### config.mk
export PLATFORM = sky130hd
export DESIGN_NAME = sample_pack_fifo
export DESIGN_NICKNAME = d
export VERILOG_FILES = /design/src/rtl/sample_pack_fifo.sv
export SDC_FILE = /design/constraint.sdc
export NUM_CORES = 2
export LEC_CHECK = 0
export ABC_AREA = 0
export BUFFER_PORTS_ARGS = -buffer_cell sky130_fd_sc_hd__buf_2
export CORE_MARGIN = 2
export CORE_UTILIZATION = 59
export CTS_BUF_LIST = sky130_fd_sc_hd__clkbuf_2 sky130_fd_sc_hd__clkbuf_4 sky130_fd_sc_hd__clkbuf_8
export CTS_CLUSTER_SIZE = 30
export DETAILED_ROUTE_END_ITERATION = 10
export PLACE_DENSITY = 0.85
export SKIP_LAST_GASP = 1
export SLEW_MARGIN = 20
export SYNTH_ARGS = -nofsm -noshare
export SYNTH_HDL_FRONTEND = slang
export SYNTH_SLANG_ARGS = --single-unit
export TNS_END_PERCENT = 20
### constraint.sdc
create_clock -name clk -period 3.18 [get_ports clk]
set_input_delay 0 -clock clk [delete_from_list [all_inputs] [get_ports clk]]
set_output_delay 0 -clock clk [all_outputs]
set_load 0.01 [all_outputs]
### src/rtl/sample_pack_fifo.sv
module sample_pack_fifo #(
  parameter int SAMPLE_W = 13,
  parameter int DEPTH    = 64,
  parameter int THR_W    = 6
) (
  input  logic                  clk,
  input  logic                  rst_n,
  input  logic                  smp_valid,
  input  logic [SAMPLE_W-1:0]   smp_data,
  input  logic                  rd_en,
  input  logic                  flush,
  input  logic                  dma_en,
  input  logic [THR_W-1:0]      dma_thresh,
  output logic [31:0]           rd_data,
  output logic                  not_empty,
  output logic [$clog2(DEPTH):0] word_count,
  output logic                  overflow,
  output logic                  dma_req
);
  localparam int HALF_W = 16;
  localparam int PAD_W  = HALF_W - SAMPLE_W;
  localparam int PTR_W  = $clog2(DEPTH);
  localparam int CNT_W  = PTR_W + 1;

  logic [31:0]         mem [DEPTH];
  logic [PTR_W-1:0]    wr_ptr, rd_ptr;
  logic [CNT_W-1:0]    count;
  logic                half_valid;
  logic [SAMPLE_W-1:0] half_data;

  wire full      = (count == CNT_W'(DEPTH));
  wire pair_done = smp_valid && half_valid && !flush;
  wire pop       = rd_en && (count != '0) && !flush;
  wire push      = pair_done && (!full || pop);
  wire [31:0] packed_word = {{PAD_W{1'b0}}, smp_data, {PAD_W{1'b0}}, half_data};

  always_ff @(posedge clk) begin
    if (push) mem[wr_ptr] <= packed_word;
  end

  always_ff @(posedge clk or negedge rst_n) begin
    if (!rst_n) begin
      wr_ptr     <= '0;
      rd_ptr     <= '0;
      count      <= '0;
      half_valid <= 1'b0;
      half_data  <= '0;
      overflow   <= 1'b0;
    end else if (flush) begin
      wr_ptr     <= '0;
      rd_ptr     <= '0;
      count      <= '0;
      half_valid <= 1'b0;
      half_data  <= '0;
      overflow   <= 1'b0;
    end else begin
      if (smp_valid) begin
        half_valid <= !half_valid;
        if (!half_valid) half_data <= smp_data;
      end
      if (push) wr_ptr <= wr_ptr + 1'b1;
      if (pop)  rd_ptr <= rd_ptr + 1'b1;
      count <= count + CNT_W'(push) - CNT_W'(pop);
      if (pair_done && !push) overflow <= 1'b1;
    end
  end

  assign word_count = count;
  assign not_empty  = (count != '0);
  assign rd_data    = not_empty ? mem[rd_ptr] : 32'h0;
  assign dma_req    = dma_en && (dma_thresh != '0) && (count >= CNT_W'(dma_thresh));


  count_bound_chk: assert property (@(posedge clk) disable iff (!rst_n)
    word_count <= CNT_W'(DEPTH));


  empty_read_chk: assert property (@(posedge clk) disable iff (!rst_n)
    (rd_en && !not_empty && !smp_valid && !flush) |=> (word_count == '0 && rd_data == 32'h0));


  flush_clear_chk: assert property (@(posedge clk) disable iff (!rst_n)
    flush |=> (word_count == '0 && !overflow && !half_valid));


  overflow_sticky_chk: assert property (@(posedge clk) disable iff (!rst_n)
    (overflow && !flush) |=> overflow);


  full_swap_chk: assert property (@(posedge clk) disable iff (!rst_n)
    (full && rd_en && pair_done) |=> (word_count == CNT_W'(DEPTH) && $stable(overflow)));


  dma_gate_chk: assert property (@(posedge clk) disable iff (!rst_n)
    !dma_en |-> !dma_req);
endmodule

==> impl_metrics.json <==
{
  "outcome": "finished with violations",
  "failed_checks": "DRC, setup timing",
  "mostFrequentLayoutCell": "edfxtp_1",
  "cp.required_ns": 3.18,
  "r2r_slack_ns": 0.11,
  "fin_nets": 3457,
  "dpl.hpwl_mm": 107,
  "synth-adder-area-share": 0.00338,
  "num_vias": 36700,
  "ys_warn_count": 0,
  "power_density_mw_per_mm2": 720,
  "synth_top_family_by_area": "multiplexers",
  "hold_path.class": "in2async",
  "grt_pass1_vias": 36900,
  "worst_slew_pin_slew_ns": 1.10,
  "crit_path_start_kind": "flop",
  "cts.sinks": 1698,
  "avgRoutedWirePerCell_um": 39.3,
  "drt-pass1-iter-count": 11,
  "synth_area_per_cell_sq_um": 22.5,
  "die-area_sq_mm": 0.113,
  "place_area_sq_mm": 0.0695,
  "syn-cell-area_sq_mm": 0.0651,
  "skew_ns": 0.0809,
  "first_iter_violations": 7121,
  "grt_pass1_wl_mm": 276,
  "rsz0062_at_grt": "true",
  "post-route-period-util": 1.26,
  "numPortBuffers": 60,
  "antenna_found_initial": 15,
  "cp.arrival_ns": 4.01,
  "peakVddDrop_mv": 0.494,
  "slowest_stage": "dfrtp_1",
  "hold_viol": 0,
  "power_w": 0.0551,
  "cts.htree.levels": 5,
  "rr_startpoint": "word_count[4]",
  "syn_inst": 2890,
  "reg2reg_to": "word_count[6]",
  "cts_root_buffer": "clkbuf_8",
  "insertion_delay_ns": 0.98,
  "final_layout_size_suffix_gt1_frac": 0.386,
  "setup_tns_ns": -18.48,
  "grt_overflow_total": 0,
  "ioPinCount": 67,
  "max_cap_violations": 0,
  "cts_buffer_depth": 4,
  "reg2reg_depth": 16,
  "ant_nets": 0,
  "synth_xor_area_frac": 0.00188,
  "post-route-drc-count": 1,
  "row_count": 121,
  "die-height_um": 336,
  "timing.fmax_ghz": 0.249,
  "critPathCaptureType": "output pin",
  "start_util": 0.597,
  "cts_buffers": 274,
  "critical_path.max_stage_delay_ns": 0.74,
  "grt_max_degree": 73,
  "critical_path_buf_inv_count": 1,
  "crit_start": "rd_ptr[4]",
  "stdcell_area_sq_mm": 0.0766,
  "critPathTopFamily": "compound AO/OA/AOI/OAI gates",
  "synth-simple-area-share": 0.0152,
  "gp_congestion": 1.05,
  "ys_ff_latch": 1698,
  "area_delta_synth_final_pct": 17.6,
  "worstPathCellList": "nor2b_1 > nand2_1 > o22ai_4 > a211oi_4 > o211ai_1 > o221ai_2 > buf_2",
  "synth_compound_area_frac": 0.0329,
  "ys_seq_area_frac": 0.780,
  "min_period_ns": 4.01,
  "wirelength_mm": 200,
  "viasPerCell": 7.22,
  "synthMuxAreaShare": 0.150,
  "core_area_sq_mm": 0.109,
  "endpoint": "rd_data[28]",
  "nFillCells": 5523,
  "drv_slew": 0,
  "crit_path_max_fanout": 10,
  "cts_tree": "done",
  "critPathKind": "reg2out",
  "mostFrequentLayoutCells": "edfxtp_1 (1664), mux4_2 (404), clkbuf_8 (280), buf_4 (218), clkbuf_4 (84)",
  "crit_cells": 7,
  "power.static_leakage_nw": 24.0,
  "slew_headroom": 0.266,
  "synth_cell_types": 48,
  "timing.final.ws_setup_ns": -0.834,
  "setup_viol": 26,
  "track_usage": 0.355,
  "clk_pin_slew_ns": 0.07,
  "fp.dieW_um": 336
}
sequential cells by signal (all words and copies together), names as in the netlist:
register,cells
word_count,7
half_data,13
half_valid,1
overflow,1
mem,1664
rd_ptr,6
wr_ptr,6
layout make-up:
cell class                 count  area, sq um  share of cell area
sequential                  1698        50800               0.664
multi-input combinational   1015        14200               0.186
timing repair buffer         412         4590              0.0599
clock buffer                 364         4480              0.0585
tap                         1476         1850              0.0241
clock inverter                93          547             0.00714
inverter                      14         52.6            0.000686
antenna                        5         12.5            0.000163
through the flow:
stage,hold WS [ns],util,cells,setup slack [ns]
floorplan,-0.296,-,2895,-0.184
global placement,0.160,0.637,4535,0.103
detailed placement,0.168,0.637,4535,0.0630
CTS,0.0286,0.699,5057,-0.534
global route,0.0814,0.702,5074,-0.766
finish,0.0388,0.702,5077,-0.834
tightest hold or removal path, cell delays in order:
cell	delay (ns)
dlygate4sd3_1	0.52
dlygate4sd3_1	0.53
buf_2	0.12
buf_12	0.22
Yosys cell counts (all sizes together):
| cell | number | area share |
|---|---|---|
| o21ai | 18 | 0.0014 |
| nor2b | 13 | 0.0012 |
| or2 | 3 | 0.00029 |
| a22o | 46 | 0.0062 |
| or3b | 1 | 0.00013 |
| nor2 | 98 | 0.0056 |
| a22oi | 30 | 0.0035 |
| xnor2 | 7 | 0.00094 |
| nand2b | 9 | 0.00086 |
| ha | 16 | 0.0031 |
| inv | 14 | 0.00081 |
| o22ai | 37 | 0.0036 |
| a311oi | 1 | 0.00023 |
| clkbuf | 63 | 0.0036 |
| and4bb | 1 | 0.00019 |
| nand4 | 2 | 0.00019 |
| o31ai | 1 | 0.00012 |
| o211ai | 8 | 0.00092 |
| buf | 105 | 0.012 |
| fa | 1 | 0.00031 |
| xor2 | 7 | 0.00094 |
| mux2 | 5 | 0.00086 |
| a211oi | 18 | 0.0021 |
| nand2 | 63 | 0.0036 |
| a221oi | 58 | 0.0078 |
| o221ai | 23 | 0.0031 |
| or3 | 8 | 0.00077 |
| nor3 | 8 | 0.00061 |
| and2 | 7 | 0.00067 |
| a31o | 3 | 0.00040 |
| conb | 1 | 0.000058 |
| dfrtp | 34 | 0.013 |
| and3 | 1 | 0.000096 |
| a21o | 8 | 0.00092 |
| o21bai | 2 | 0.00023 |
| a21oi | 28 | 0.0022 |
| nand3 | 6 | 0.00046 |
| and2b | 1 | 0.00012 |
| nand3b | 2 | 0.00023 |
| edfxtp | 1664 | 0.77 |
| a31oi | 4 | 0.00038 |
| mux4 | 404 | 0.14 |
| mux2i | 61 | 0.0094 |
metal layers:
layer | GRT usage | wire length [um]
met5 | 0.0145 | 458
met4 | 0.230 | 17400
met3 | 0.146 | 33200
met2 | 0.536 | 90100
met1 | 0.425 | 58500
worst min path at each step:
stage	from	end	slack (ns)	cells past startpoint
3_5_place_dp	rst_n	word_count[5]	0.17	1
4_1_cts	rst_n	word_count[3]	0.03	4
6_report	rst_n	word_count[3]	0.04	4
2_1_floorplan	rst_n	half_data[0]	-0.30	0
5_1_grt	rst_n	word_count[5]	0.08	4
3_3_place_gp	rst_n	word_count[3]	0.16	1
power breakdown:
group	leakage (nW)	total, W	internal, W	switching (W)
sequential	15.1	0.0248	0.0246	0.000153
combinational	6.25	0.0121	0.00560	0.00648
clock	2.65	0.0183	0.00954	0.00873
total	24.0	0.0551	0.0398	0.0154
cell families (layout without fill, tap and decap cells):
family,Yosys count,in the layout
other,1,11
AND/OR/NAND/NOR,223,223
XOR/XNOR,14,14
adder cells (fa/ha/maj),17,17
buffers and inverters,182,883
AO/OA/AOI/OAI,285,285
multiplexers,470,470
flip-flops,1698,1698
repair_timing:
action                                 4_1_cts  5_1_grt
setup endpoints to repair                   26       28
hold buffers                                22        0
setup buffers                               32       14
gates cloned                                13        2
resized for setup                          158       24
pin swaps                                   18       11
endpoints found under the hold margin      615        0
Power figures use the tool's default switching activity.
